<file path="config.mk">
export PLATFORM = sky130hd
export DESIGN_NAME = burst_pulse_gen
export DESIGN_NICKNAME = d
export VERILOG_FILES = /design/src/rtl/bpg_pkg.sv /design/src/rtl/bpg_divider.sv /design/src/rtl/bpg_sequencer.sv /design/src/rtl/burst_pulse_gen.sv
export SDC_FILE = /design/constraint.sdc
export NUM_CORES = 1
export LEC_CHECK = 0
export ABC_CLOCK_PERIOD_IN_PS = 4980
export BUFFER_PORTS_ARGS = -buffer_cell sky130_fd_sc_hd__buf_2
export CORE_MARGIN = 8
export CORE_UTILIZATION = 60
export CTS_CLUSTER_DIAMETER = 50
export DETAILED_ROUTE_END_ITERATION = 10
export MAX_ROUTING_LAYER = met4
export PLACE_DENSITY = 0.81
export RECOVER_POWER = 25
export REMOVE_ABC_BUFFERS = 1
export SLEW_MARGIN = 25
export SYNTH_ARGS = -nofsm -noshare
export SYNTH_HDL_FRONTEND = slang
export SYNTH_HIERARCHICAL = 1
export SYNTH_SLANG_ARGS = --single-unit
</file>
<file path="constraint.sdc">
create_clock -name clk -period 4.98 [get_ports clk]
set_input_delay 0.498 -clock clk [delete_from_list [all_inputs] [get_ports clk]]
set_output_delay 0.498 -clock clk [all_outputs]
set_load 0.02 [all_outputs]
</file>
<file path="src/rtl/bpg_pkg.sv">
// Package: shared types of the burst pulse generator.
// Assumes: nothing beyond standard SystemVerilog.
package bpg_pkg;
    // Phase of the output square wave during a burst.
    typedef enum logic [1:0] {
        PH_IDLE = 2'd0,
        PH_HIGH = 2'd1,
        PH_LOW  = 2'd2
    } phase_t;
endpackage

</file>
<file path="src/rtl/bpg_divider.sv">
// Module: bpg_divider
// Counts clock cycles and raises `tick` once every 2^sel cycles while `run`
// is high. The count is forced to zero while `run` is low or `clear` is high,
// so the first tick after a start lands exactly 2^sel cycles later.
// Assumes: `sel` is stable while `run` is high (the sequencer latches it).
module bpg_divider #(
    parameter int DIV_W = 3
) (
    input  logic             clk,
    input  logic             rst_n,
    input  logic             run,
    input  logic             clear,
    input  logic [DIV_W-1:0] sel,
    output logic             tick
);
    localparam int CNT_W = (1 << DIV_W) - 1 > 0 ? (1 << DIV_W) - 1 : 1;

    logic [CNT_W-1:0] count;
    logic [CNT_W-1:0] limit;

    // Build the terminal count 2^sel - 1 as a run of ones.
    always_comb begin
        for (int i = 0; i < CNT_W; i++) begin
            limit[i] = (i < int'(sel));
        end
    end

    // A tick marks the last cycle of one prescaled period.
    assign tick = run && !clear && (count == limit);

    // Advance the prescale counter, wrapping at each tick.
    always_ff @(posedge clk) begin
        if (!rst_n || !run || clear || tick) begin
            count <= '0;
        end else begin
            count <= count + 1'b1;
        end
    end
endmodule

</file>
<file path="src/rtl/bpg_sequencer.sv">
// Module: bpg_sequencer
// Accepts a burst request, latches its settings, and walks the high/low
// phases of each pulse on every divider tick until the requested number of
// pulses is complete. Requests during a burst, requests with a zero length,
// and requests while disabled are refused. Dropping `enable` aborts a burst.
// Assumes: `tick` comes from a divider that is held cleared while idle.
module bpg_sequencer
    import bpg_pkg::*;
#(
    parameter int DIV_W = 3,
    parameter int LEN_W = 8
) (
    input  logic             clk,
    input  logic             rst_n,
    input  logic             enable,
    input  logic             start,
    input  logic [DIV_W-1:0] div_sel,
    input  logic [LEN_W-1:0] burst_len,
    input  logic             tick,
    output logic [DIV_W-1:0] sel_q,
    output logic             accept,
    output logic             running,
    output logic             wave
);
    phase_t           phase;
    logic [LEN_W-1:0] len_q;
    logic [LEN_W-1:0] done_cnt;
    logic             last_pulse;

    // A request is taken only when idle, enabled and with a nonzero length.
    assign accept     = enable && start && (phase == PH_IDLE) && (burst_len != '0);
    assign last_pulse = (done_cnt + 1'b1) == len_q;
    assign running    = (phase != PH_IDLE);
    assign wave       = (phase == PH_HIGH);

    // Phase state machine with burst abort on disable.
    always_ff @(posedge clk) begin
        if (!rst_n || !enable) begin
            phase <= PH_IDLE;
        end else if (accept) begin
            phase <= PH_HIGH;
        end else if (tick) begin
            case (phase)
                PH_HIGH: phase <= PH_LOW;
                PH_LOW:  phase <= last_pulse ? PH_IDLE : PH_HIGH;
                default: phase <= PH_IDLE;
            endcase
        end
    end

    // Count completed pulses; cleared on each accepted request.
    always_ff @(posedge clk) begin
        if (!rst_n || !enable) begin
            done_cnt <= '0;
        end else if (accept) begin
            done_cnt <= '0;
        end else if (tick && phase == PH_LOW) begin
            done_cnt <= done_cnt + 1'b1;
        end
    end

    // Capture the burst settings at acceptance so later changes are ignored.
    always_ff @(posedge clk) begin
        if (!rst_n) begin
            len_q <= '0;
            sel_q <= '0;
        end else if (accept) begin
            len_q <= burst_len;
            sel_q <= div_sel;
        end
    end
endmodule

</file>
<file path="src/rtl/burst_pulse_gen.sv">
// Module: burst_pulse_gen (top)
// Triggered pulse burst generator: a power-of-two prescaler sets the pulse
// rate, a sequencer produces a programmed number of square pulses, and an
// output stage applies the enable gate and the force-high override.
// Assumes: `start` is a request sampled each edge; settings are taken at
// acceptance. Reset is synchronous and active low.
module burst_pulse_gen #(
    parameter int DIV_W = 3,
    parameter int LEN_W = 8
) (
    input  logic             clk,
    input  logic             rst_n,
    input  logic             enable,
    input  logic             start,
    input  logic             force_high,
    input  logic [DIV_W-1:0] div_sel,
    input  logic [LEN_W-1:0] burst_len,
    output logic             busy,
    output logic             pulse_out
);
    logic [DIV_W-1:0] sel_q;
    logic             accept;
    logic             running;
    logic             wave;
    logic             tick;

    bpg_sequencer #(
        .DIV_W(DIV_W),
        .LEN_W(LEN_W)
    ) u_seq (
        .clk      (clk),
        .rst_n    (rst_n),
        .enable   (enable),
        .start    (start),
        .div_sel  (div_sel),
        .burst_len(burst_len),
        .tick     (tick),
        .sel_q    (sel_q),
        .accept   (accept),
        .running  (running),
        .wave     (wave)
    );

    bpg_divider #(
        .DIV_W(DIV_W)
    ) u_div (
        .clk  (clk),
        .rst_n(rst_n),
        .run  (running),
        .clear(accept),
        .sel  (sel_q),
        .tick (tick)
    );

    // Output stage: override first, then the enable-gated burst wave.
    assign pulse_out = force_high || (enable && wave);
    assign busy      = running;
endmodule

</file>
==> out/results.txt <==
drt wl/cell: 15.2 um
slowest cell on the critical path: and2_0
final worst-path cycle share: 0.708
DRT Pass-1 Iters: 4
ys flop type: dfxtp_1
DRC: 0
Initial Util: 0.622
post-route cell area: 1770 um^2
via count: 1335
crit path launch type: flop
Mapped Cells: 188
# fillers: 229
drt total wl: 3490 um
post-layout min period: 3530 ps
R2R cell count: 13
sequential cell area fraction in the yosys report: 0.333
hold_buf cts: 0
WHS Endpoint: u_seq/phase[0]
area of the mapped netlist: 1690 um^2
Fmax achieved: 284 MHz
placed cells: 227
Antenna Nets Post-Route: 0
Fin Setup TNS: 0 ps
Max H-tree Level: 1
post-synthesis simple-gate area fraction: 0.238
clk sinks: 28
Via density: 5.80
worst slack at placement: 1440 ps
crit-path max FO: 12
HP Start: enable
unrepaired setup endpoints after global routing: false
critical path class: flop to flop
row cnt: 19
number of setup buffers added after CTS: 0
hold depth: 3
Yosys top cell by area: dfxtp_1
area delta synth->final: 4.97%
pin count of the biggest net entering global routing: 17
status: completed
Die Footprint: 4760 um^2
share of cells above drive strength 1: 0.131
Synth Area in XOR/XNOR: 0.0987
most used cell, CP: inv_1
Worst EP required: 5190 ps
Compound-Gate Fraction of Synth Area: 0.174
cts bufs inserted: 3
die extent in y: 69 um
commonest cells after routing, fill and taps aside: 28 x dfxtp_1, 15 x buf_2, 15 x nand2_1
initial antenna violation count: 0
crit path DAT: 3740 ps
area share of the largest cell type after synthesis: 0.333
area of placed instances: 1750 um^2
reg-to-reg startpoint: u_seq/phase[0]
worst hold path class: input pin to flop
Pwr Density: 215 nW/um^2
Post-synth EDFFs: 0
Die W: 69 um
FF-to-FF setup slack: 1450 ps
crit-path cells: inv_1 -> ha_1 -> nand2_1 -> a21oi_1 -> and2_0 -> nor2b_1 -> o211ai_1 -> a211oi_4 -> and2_1 -> inv_1 -> a2111o_1 -> a311oi_1 -> a41oi_1
Worst path max stage delay: 540 ps
I/O Buffers: 17
endpoint class of the critical path: flop
CTS resizes: 0
number of I/O pins: 18
DR iter-0 viols: 83
largest family of logic cells by synthesized area: simple AND/OR/NAND/NOR gates
first-pass GRT wire length: 5840 um
Final HPWL DP: 2700 um
clock tree buffer depth: 2
Synth area leaders: dfxtp_1 33%, mux2i_1 7.1%, xnor2_1 5.7%
Warnings, synthesis: 6
Final Setup Violations: 0
commonest non-fill, non-tap cell in the layout: dfxtp_1
Clk Latency, worst-skew pair: 330 ps
final worst setup slack: 1450 ps
delay-heaviest family, CP: compound AO/OA/AOI/OAI gates
Net count, final: 222
#FFs+latches synth: 28
Final Instance Count excl. Fillers: 230
root buffer cell: clkbuf_4
Peak supply drop: 0.228 mV
vias in the first global route: 1316
multiplexer share of the synthesized area: 0.0713
CTS tree: built
core area: 2710 um^2
Hold Fails Final Rpt: 0
P_leak: 0.605 nW
Synth Area in Adders: 0.0371
Buf/Inv on CP: 2
R2R Path End: u_seq/phase[0]
Max Cap Viol: 0
ANT cells: 0
Final Max Tran Viols: 0
total congestion overflow: 0
slew margin rel.: 0.362
GRT Total Usage: 0.146
asr flop ratio synth: 0
clock slew at reported path FFs: 140 ps
gpl congestion: 0.869
clock skew: 1.75 ps
synth unique cells: 49
Least-Margin Pin Slew: 957 ps
Mapped Avg Cell Area: 8.96 um^2
[cells by family after synthesis]
kind of cell / Yosys count
buffers and inverters: 15
DFF: 28
AOI/OAI and AO/OA: 38
muxes: 12
xor gates and xnor gates: 19
adders and majority gates: 5
and+or+nand+nor: 71
[routing by layer]
metal	vias to the layer above	track usage	part of all wire
met5	-	-	0
met4	0	0.0774	0.024
met3	8	0.0300	0.025
met2	19	0.253	0.52
met1	613	0.153	0.43
li1	695	-	-
[final cells by class]
| cell class | count | area, um^2 | area share |
|---|---|---|---|
| sequential | 28 | 561 | 0.317 |
| tap | 31 | 38.8 | 0.0219 |
| timing repair buffer | 17 | 82.6 | 0.0467 |
| multi-input combinational | 145 | 1040 | 0.589 |
| clock buffer | 3 | 22.5 | 0.0127 |
| inverter | 6 | 22.5 | 0.0127 |
[state kept, by name, indices dropped and copies added, names as in the netlist]
name            cells
u_div/count         7
u_seq/done_cnt      8
u_seq/len_q         8
u_seq/phase         2
u_seq/sel_q         3
[synthesized netlist by cell type, drive strengths merged, types with 3 or more instances]
library cell  count
xnor2            11
nand2b            4
clkbuf            4
a31oi             3
dfxtp            28
nor4              3
nor2             11
a211oi            6
xor2              8
o21ai             4
inv               6
buf               5
a21oi             9
mux2i            12
or3               3
ha                5
nand2            15
nand3             8
o21bai            3
and2              4
nor2b            12
[power by group]
part / switching [W] / internal [W] / leakage (nW)
sequential: 0.00000773 / 0.000229 / 0.227
combinational: 0.0000267 / 0.0000242 / 0.364
clock: 0.0000639 / 0.0000284 / 0.0138
total: 0.0000984 / 0.000282 / 0.605
[per-stage QoR]
step / utilization / hold slack, ps / total power, W
2_1_floorplan: - / 462 / 0.000275
3_3_place_gp: 0.645 / 478 / 0.000290
3_5_place_dp: 0.645 / 492 / 0.000293
4_1_cts: 0.654 / 415 / 0.000385
5_1_grt: 0.653 / 412 / 0.000401
6_report: 0.653 / 425 / 0.000380
[tightest hold or removal path, cell delays in order]
cell and delay, ps:
buf_2 120, nand3_1 70, a41oi_1 40
[how the worst max path moves through the flow]
stage / from / to / cells past startpoint
2_1_floorplan: burst_len[7] / u_seq/phase[0] / 11
5_1_grt: u_seq/phase[0] / u_seq/phase[0] / 13
3_5_place_dp: burst_len[3] / u_seq/phase[0] / 12
4_1_cts: u_seq/phase[0] / u_seq/phase[0] / 13
6_report: u_seq/phase[0] / u_seq/phase[0] / 13
3_3_place_gp: burst_len[7] / u_seq/phase[0] / 12
No activity file was read; power rests on OpenSTA's default activity.
